`src/rtl/pinmux_pkg.sv`:
```
// Shared sizes, encodings and reset values for the multiplexed port.
// Assumes an 8-pin port: 1 clock pin, 4 strobe pins, 3 arbitration pins.
package pinmux_pkg;
    localparam int PORT_W      = 8;
    localparam int MODE_W      = 3;
    localparam int ADDR_W      = 2;
    localparam int SYNC_STAGES = 2;
    localparam int STRB_W      = 4;
    localparam int ARB_W       = 3;

    localparam logic [MODE_W-1:0] FIRST_SINGLE_MODE = 3'd6;
    localparam logic [PORT_W-1:0] INIT_VAL          = 8'h80;
    localparam logic [ADDR_W-1:0] ADDR_DATA         = 2'd0;
    localparam logic [ADDR_W-1:0] ADDR_DIR          = 2'd1;

    typedef enum logic [1:0] {
        OWN_GPIO    = 2'd0,
        OWN_BUS_OUT = 2'd1,
        OWN_BUS_IN  = 2'd2
    } pin_owner_e;
endpackage

```
`src/rtl/pm_regfile.sv`:
```
// Data and direction storage for pins below the clock pin.
// Assumes sync active-low reset; hw_stby reinitializes, sw_stby freezes.
// Bit 7 of both registers is fixed and not stored.
module pm_regfile
    import pinmux_pkg::*;
#(
    parameter int W  = PORT_W,
    parameter int AW = ADDR_W
) (
    input  logic          clk,
    input  logic          rst_n,
    input  logic          hw_stby,
    input  logic          sw_stby,
    input  logic          wr_en,
    input  logic [AW-1:0] addr,
    input  logic [W-1:0]  wdata,
    output logic [W-2:0]  dat_q,
    output logic [W-2:0]  dir_q
);
    logic unused_wdata_msb;
    assign unused_wdata_msb = wdata[W-1];

    // Register update: init on reset or hard standby, frozen in soft standby.
    always_ff @(posedge clk) begin
        if (!rst_n || hw_stby) begin
            dat_q <= INIT_VAL[W-2:0];
            dir_q <= INIT_VAL[W-2:0];
        end else if (wr_en && !sw_stby) begin
            if (addr == ADDR_DATA) dat_q <= wdata[W-2:0];
            if (addr == ADDR_DIR)  dir_q <= wdata[W-2:0];
        end
    end

    AST_HARD_STBY_INIT: assert property (@(posedge clk) disable iff (!rst_n)
        hw_stby |=> (dat_q == INIT_VAL[W-2:0]) && (dir_q == INIT_VAL[W-2:0]));
    AST_SOFT_STBY_HOLD: assert property (@(posedge clk) disable iff (!rst_n)
        (sw_stby && !hw_stby) |=> ($stable(dat_q) && $stable(dir_q)));
    AST_UNDECODED_WRITE: assert property (@(posedge clk) disable iff (!rst_n)
        (wr_en && !hw_stby && addr != ADDR_DATA && addr != ADDR_DIR)
        |=> ($stable(dat_q) && $stable(dir_q)));
endmodule

```
`src/rtl/pm_sync.sv`:
```
// Multi-stage synchronizer for pad input levels.
// Assumes pads are asynchronous to clk; stage count is a parameter.
module pm_sync
    import pinmux_pkg::*;
#(
    parameter int W      = PORT_W,
    parameter int STAGES = SYNC_STAGES
) (
    input  logic         clk,
    input  logic         rst_n,
    input  logic [W-1:0] d,
    output logic [W-1:0] q
);
    logic [W-1:0] stg [STAGES];

    for (genvar s = 0; s < STAGES; s++) begin : g_stage
        if (s == 0) begin : g_first
            // First stage: capture the raw pad level.
            always_ff @(posedge clk) begin
                if (!rst_n) stg[s] <= '0;
                else        stg[s] <= d;
            end
        end else begin : g_next
            // Later stage: shift from the previous stage.
            always_ff @(posedge clk) begin
                if (!rst_n) stg[s] <= '0;
                else        stg[s] <= stg[s-1];
            end
        end
    end

    assign q = stg[STAGES-1];
endmodule

```
`src/rtl/pm_pinmux.sv`:
```
// Chooses owner, output value and output enable of every pin from the mode.
// Pin 7 is the clock pin; pins 6..3 are strobes and 2..0 arbitration in
// expanded modes; everything below pin 7 is GPIO in single-chip modes.
module pm_pinmux
    import pinmux_pkg::*;
#(
    parameter int W  = PORT_W,
    parameter int SW = STRB_W,
    parameter int AW = ARB_W
) (
    input  logic [MODE_W-1:0] op_mode,
    input  logic              clk_stop,
    input  logic              sys_clk_in,
    input  logic [SW-1:0]     strobes,
    input  logic              ack_out,
    input  logic [AW-1:0]     arb_en,
    input  logic [W-2:0]      dat_q,
    input  logic [W-2:0]      dir_q,
    output logic [W-1:0]      pin_out,
    output logic [W-1:0]      pin_oe
);
    logic         expanded;
    logic [W-1:0] oe_vec;
    logic [W-1:0] val_vec;

    assign expanded = (op_mode < FIRST_SINGLE_MODE);

    for (genvar i = 0; i < W - 1; i++) begin : g_pin
        pin_owner_e own;
        logic       busv;
        if (i < AW) begin : g_arb
            // Arbitration pin: top one is the acknowledge output, rest are inputs.
            always_comb begin
                own  = OWN_GPIO;
                busv = 1'b0;
                if (expanded && arb_en[i]) begin
                    own  = (i == AW - 1) ? OWN_BUS_OUT : OWN_BUS_IN;
                    busv = (i == AW - 1) ? ack_out : 1'b0;
                end
            end
        end else begin : g_strb
            // Strobe pin: owned by the bus controller in every expanded mode.
            always_comb begin
                own  = expanded ? OWN_BUS_OUT : OWN_GPIO;
                busv = expanded ? strobes[i-AW] : 1'b0;
            end
        end
        // Per-pin output stage from the selected owner.
        always_comb begin
            unique case (own)
                OWN_BUS_OUT: begin oe_vec[i] = 1'b1;     val_vec[i] = busv;     end
                OWN_BUS_IN:  begin oe_vec[i] = 1'b0;     val_vec[i] = 1'b0;     end
                default:     begin oe_vec[i] = dir_q[i]; val_vec[i] = dat_q[i]; end
            endcase
        end
    end

    assign oe_vec[W-1]  = !clk_stop;
    assign val_vec[W-1] = sys_clk_in;

    assign pin_oe  = oe_vec;
    assign pin_out = val_vec & oe_vec;
endmodule

```
`src/rtl/pm_readback.sv`:
```
// Registered read path: data-register view, all-ones direction view,
// zero for undecoded addresses and for idle cycles.
module pm_readback
    import pinmux_pkg::*;
#(
    parameter int W  = PORT_W,
    parameter int AW = ADDR_W
) (
    input  logic          clk,
    input  logic          rst_n,
    input  logic          rd_en,
    input  logic [AW-1:0] addr,
    input  logic          clk_stop,
    input  logic [W-2:0]  dat_q,
    input  logic [W-2:0]  dir_q,
    input  logic [W-1:0]  pin_sync,
    output logic [W-1:0]  rdata
);
    logic [W-1:0] dat_view;

    // Data-register view: stored bit for outputs, pin level for inputs.
    always_comb begin
        dat_view[W-1] = clk_stop ? pin_sync[W-1] : 1'b1;
        for (int b = 0; b < W - 1; b++)
            dat_view[b] = dir_q[b] ? dat_q[b] : pin_sync[b];
    end

    // Read register: one-cycle result of a sampled read strobe.
    always_ff @(posedge clk) begin
        if (!rst_n)          rdata <= '0;
        else if (!rd_en)     rdata <= '0;
        else if (addr == ADDR_DATA) rdata <= dat_view;
        else if (addr == ADDR_DIR)  rdata <= '1;
        else                 rdata <= '0;
    end

    AST_DIR_READS_ONES: assert property (@(posedge clk) disable iff (!rst_n)
        (rd_en && addr == ADDR_DIR) |=> (rdata == '1));
    AST_UNDECODED_ZERO: assert property (@(posedge clk) disable iff (!rst_n)
        (rd_en && addr != ADDR_DIR && addr != ADDR_DATA) |=> (rdata == '0));
    AST_CLK_BIT_ONE: assert property (@(posedge clk) disable iff (!rst_n)
        (rd_en && addr == ADDR_DATA && !clk_stop) |=> rdata[W-1]);
    AST_IDLE_ZERO: assert property (@(posedge clk) disable iff (!rst_n)
        !rd_en |=> (rdata == '0));
endmodule

```
`src/rtl/pinmux_port.sv`:
```
// Top of the mode-dependent multiplexed port: register bus, pad
// synchronizer, pin ownership and read-back. Sync active-low reset.
module pinmux_port
    import pinmux_pkg::*;
(
    input  logic              clk,
    input  logic              rst_n,
    input  logic              hw_stby,
    input  logic              sw_stby,
    input  logic [MODE_W-1:0] op_mode,
    input  logic              clk_stop,
    input  logic              sys_clk_in,
    input  logic              bc_lwr_n,
    input  logic              bc_hwr_n,
    input  logic              bc_rd_n,
    input  logic              bc_as_n,
    input  logic              bc_back_n,
    input  logic              arb_en_back,
    input  logic              arb_en_breq,
    input  logic              arb_en_wait,
    input  logic [ADDR_W-1:0] reg_addr,
    input  logic              reg_wr,
    input  logic              reg_rd,
    input  logic [PORT_W-1:0] reg_wdata,
    output logic [PORT_W-1:0] reg_rdata,
    input  logic [PORT_W-1:0] pin_in,
    output logic [PORT_W-1:0] pin_out,
    output logic [PORT_W-1:0] pin_oe
);
    logic [PORT_W-2:0] dat_q;
    logic [PORT_W-2:0] dir_q;
    logic [PORT_W-1:0] pin_sync;
    logic [STRB_W-1:0] strobes;
    logic [ARB_W-1:0]  arb_en;

    assign strobes = {bc_lwr_n, bc_hwr_n, bc_rd_n, bc_as_n};
    assign arb_en  = {arb_en_back, arb_en_breq, arb_en_wait};

    pm_regfile #(.W(PORT_W), .AW(ADDR_W)) u_regs (
        .clk(clk), .rst_n(rst_n), .hw_stby(hw_stby), .sw_stby(sw_stby),
        .wr_en(reg_wr), .addr(reg_addr), .wdata(reg_wdata),
        .dat_q(dat_q), .dir_q(dir_q)
    );

    pm_sync #(.W(PORT_W), .STAGES(SYNC_STAGES)) u_sync (
        .clk(clk), .rst_n(rst_n), .d(pin_in), .q(pin_sync)
    );

    pm_pinmux #(.W(PORT_W), .SW(STRB_W), .AW(ARB_W)) u_mux (
        .op_mode(op_mode), .clk_stop(clk_stop), .sys_clk_in(sys_clk_in),
        .strobes(strobes), .ack_out(bc_back_n), .arb_en(arb_en),
        .dat_q(dat_q), .dir_q(dir_q), .pin_out(pin_out), .pin_oe(pin_oe)
    );

    pm_readback #(.W(PORT_W), .AW(ADDR_W)) u_rdbk (
        .clk(clk), .rst_n(rst_n), .rd_en(reg_rd), .addr(reg_addr),
        .clk_stop(clk_stop), .dat_q(dat_q), .dir_q(dir_q),
        .pin_sync(pin_sync), .rdata(reg_rdata)
    );

    AST_CLOCK_PIN: assert property (@(posedge clk) disable iff (!rst_n)
        (pin_oe[PORT_W-1] != clk_stop) &&
        (!pin_oe[PORT_W-1] || pin_out[PORT_W-1] == sys_clk_in));
    AST_STROBE_PINS: assert property (@(posedge clk) disable iff (!rst_n)
        (op_mode < FIRST_SINGLE_MODE) |->
        (pin_oe[6:3] == 4'hF) && (pin_out[6:3] == strobes));
    AST_ARB_INPUTS: assert property (@(posedge clk) disable iff (!rst_n)
        (op_mode < FIRST_SINGLE_MODE) |->
        (!(arb_en_breq && pin_oe[1]) && !(arb_en_wait && pin_oe[0])));
    AST_QUIET_WHEN_OFF: assert property (@(posedge clk) disable iff (!rst_n)
        (pin_out & ~pin_oe) == '0);
    AST_STBY_PINS_HOLD: assert property (@(posedge clk) disable iff (!rst_n)
        (sw_stby && !hw_stby && $stable(op_mode) && $stable(clk_stop) &&
         $stable(sys_clk_in) && $stable(strobes) && $stable(arb_en) &&
         $stable(bc_back_n)) |=> ($stable(pin_oe) && $stable(pin_out)));
endmodule

```
`config.mk`:
```
export PLATFORM = sky130hd
export DESIGN_NAME = pinmux_port
export DESIGN_NICKNAME = d
export VERILOG_FILES = /design/src/rtl/pinmux_pkg.sv /design/src/rtl/pm_regfile.sv /design/src/rtl/pm_sync.sv /design/src/rtl/pm_pinmux.sv /design/src/rtl/pm_readback.sv /design/src/rtl/pinmux_port.sv
export SDC_FILE = /design/constraint.sdc
export NUM_CORES = 1
export LEC_CHECK = 0
export ABC_AREA = 1
export ABC_CLOCK_PERIOD_IN_PS = 2400
export BUFFER_PORTS_ARGS = -buffer_cell sky130_fd_sc_hd__buf_2
export CAP_MARGIN = 30
export CORE_MARGIN = 10
export CORE_UTILIZATION = 41
export CTS_BUF_LIST = sky130_fd_sc_hd__clkbuf_16
export DETAILED_ROUTE_END_ITERATION = 8
export GPL_ROUTABILITY_DRIVEN = 1
export PLACE_DENSITY = 0.75
export SYNTH_ARGS = -nofsm -noshare
export SYNTH_HDL_FRONTEND = slang
export SYNTH_SLANG_ARGS = --single-unit
```
`constraint.sdc`:
```
create_clock -name clk -period 2.4 [get_ports clk]
set_clock_uncertainty 0.05 [all_clocks]
set_input_delay 0.72 -clock clk [delete_from_list [all_inputs] [get_ports clk]]
set_output_delay 0.72 -clock clk [all_outputs]
set_load 0.02 [all_outputs]
```
==> flow_metrics.tcl <==
set metrics [dict create \
    dr.pass1.iters 4 \
    final_util_pct 54.6 \
    ff2ff_path_depth 3 \
    r2r_end "u_rdbk.rdata[7]" \
    synth_top_family_by_area "simple AND/OR/NAND/NOR gates" \
    final_area_um2 2000 \
    finalCriticalPeriod_ns 2.22 \
    fmax_ghz 0.450 \
    critPathBufInv 3 \
    clk_path_buf_depth 2 \
    async_reset_ff_share_pct 0 \
    dp_hpwl_mm 2.90 \
    die_area_um2 6650 \
    nFillCells 364 \
    fin_cells 321 \
    syn2layout_area_growth_pct 28.7 \
    maxSlewHeadroom_pct 74.4 \
    cts_hold_buf 0 \
    synth_top_area_cell "dfxtp_1" \
    num_rows 22 \
    status "complete, no violations" \
    max_stage_delay_ns 0.19 \
    critPathSlowestCell "buf_2" \
    synth_ff_type "dfxtp_1" \
    synth-simple-area-share_pct 30.0 \
    rsz0062_at_grt "false" \
    crit_family "buffers and inverters" \
    drtIter0Drc 89 \
    synth_area_um2 1550 \
    place_inst 313 \
    rr_startpoint "u_sync.stg[1][7]" \
    yosysSeqAreaShare_pct 49.0 \
    grt_pass1_wl_mm 5.91 \
    drc 0 \
    synth_cell_types 20 \
    insertion_delay_ns 0.28 \
    critPathArrivalTime_ns 1.45 \
    hold_start "u_sync.stg[0][0]" \
    post-place-ws_ns 0.166 \
    yosys.area_share.adder_pct 0 \
    wirelength_mm 3.58 \
    yosysMostFrequentCell "nand2_1" \
    setup_tns_ns 0 \
    cp-end-kind "primary output" \
    post_synth.cell_area_avg_um2 7.36 \
    critPathMaxFanout 6 \
    antenna_found_initial 0 \
    p_total_mw 1.41 \
    start_util_pct 42.4 \
    numCtsBuffers 5 \
    fin_nets 309 \
    coreArea_um2 3660 \
    cts_tree "done" \
    syn_nets 248 \
    gp_congestion 0.768 \
    min_period_over_period_pct 92.6 \
    worstSetupPathType "input port to primary output" \
    p_per_area_nw_per_um2 706 \
    cts_setup_buffers 0 \
    diodes 0 \
    peakVddDrop_v 0.000526 \
    synth-edff-count 0 \
    synth-xor-area-share_pct 0 \
    ys_seq_elements 38 \
    hold_class "flip-flop to flip-flop" \
    synth_commonest_cells "nand2_1, dfxtp_1, inv_1, nor2_1, nand3_1" \
    ctsResizeCount 0 \
    hold_viol_final 0 \
    boundaryPins 61 \
    cts_num_sinks 38 \
    worstPathRequired_ns 1.63 \
    clk_pin_slew_worst_paths_ns 0.05 \
    grt_pass1_vias 1441 \
    via_count 1426 \
    place.port_buffers 58 \
    die_y_um 81.6 \
    grt_max_degree 19 \
    hold_end "u_sync.stg[1][0]" \
    vias_per_cell 4.44 \
    synth.area.top_cells "dfxtp_1, nand2_1, inv_1" \
    crit_path_cell_trace "buf_2 -> nand2_1 -> inv_1 -> nor2_1 -> nand2_1 -> o21ai_0 -> buf_2" \
    synth_compound_area_share_pct 7.65 \
    ant_nets 0 \
    h-tree-depth 2 \
    die-width_um 81.6 \
    yosys.area.top_type_share_pct 49.0 \
    fin_ws_ns 0.179 \
    cp-start-kind "input port" \
    grt-ovfl-total 0 \
    worst_slew_pin_slew_ns 0.383 \
    fin_hold_ws_ns 0.360 \
    track_usage_pct 11.3 \
    synthCells 211 \
    post_drt_wl_per_cell_um 11.1 \
    muxShareOfSynthArea_pct 0 \
    yosys_warnings 0 \
    final-setup-viol-count 0 \
    maxSlewViolCount 0 \
    maxCapViolCount 0 \
    startpoint "op_mode[2]" \
    dpl_cell_area_um2 1860 \
    whs_path_depth 2 \
    r2r_setup_slack_ns 1.66 \
    p_leak_nw 1.07 \
    cts-root-buf "clkbuf_16" \
    layout-drive-gt1-share_pct 27.8 \
]
## cells by family after synthesis
group / count (synthesis)
DFF: 38
and+or+nand+nor: 105
buffers and inverters: 46
AOI/OAI and AO/OA: 22
## flip-flops by register name, indices dropped and copies added, names as in the netlist
name / flops
u_sync.stg: 16
u_regs.dir_q: 7
u_rdbk.rdata: 8
u_regs.dat_q: 7
## layer usage
metal	track usage, %	vias up	routed length, um
li1	-	754	-
met1	12.0	619	1470
met2	18.6	47	1630
met3	6.00	6	424
met4	4.67	0	61
met5	0	-	0
## worst register-to-register path, cell delays in order (launching register included)
cell and delay [ns]:
dfxtp_1 0.30, nor3_1 0.15, or2_1 0.11, inv_1 0.03
## power breakdown
group          internal (mW)  switching [mW]  total (mW)
Combinational         0.0565          0.0923       0.149
Clock                  0.375           0.231       0.605
Sequential             0.652         0.00615       0.658
Total                   1.08           0.329        1.41
## area by class of cell
class / instances / area [um^2] / share of cell area, %
clock buffers: 5 / 125 / 6.26
clock inverters: 3 / 12.5 / 0.626
inverters: 40 / 150 / 7.51
multi-input cells: 127 / 586 / 29.3
flip-flops and latches: 38 / 761 / 38.0
well taps: 48 / 60.1 / 3.00
repair buffers: 60 / 305 / 15.3
## worst max-delay path by stage
stage	cells after the start	end	slack, ns
after CTS	7	pin_out[2]	0.17
after floorplan	3	pin_out[5]	0.18
after global routing	7	pin_out[2]	0.06
after global placement	7	pin_out[2]	0.20
final	7	pin_out[2]	0.18
after detailed placement	7	pin_out[2]	0.17
## cells in the final DEF, fill, tap and decap left out, types with 2 or more instances in the layout
| master | instances |
|---|---|
| clkbuf_16 | 5 |
| dfxtp_1 | 38 |
| nand3_1 | 10 |
| buf_4 | 2 |
| nor2_4 | 2 |
| inv_1 | 38 |
| a31oi_1 | 7 |
| nand2_1 | 59 |
| nor2_1 | 26 |
| nand2_2 | 2 |
| buf_2 | 58 |
| o21ai_0 | 6 |
| inv_2 | 3 |
| a21oi_1 | 9 |
Note: power is estimated with default switching activity, not from simulation.
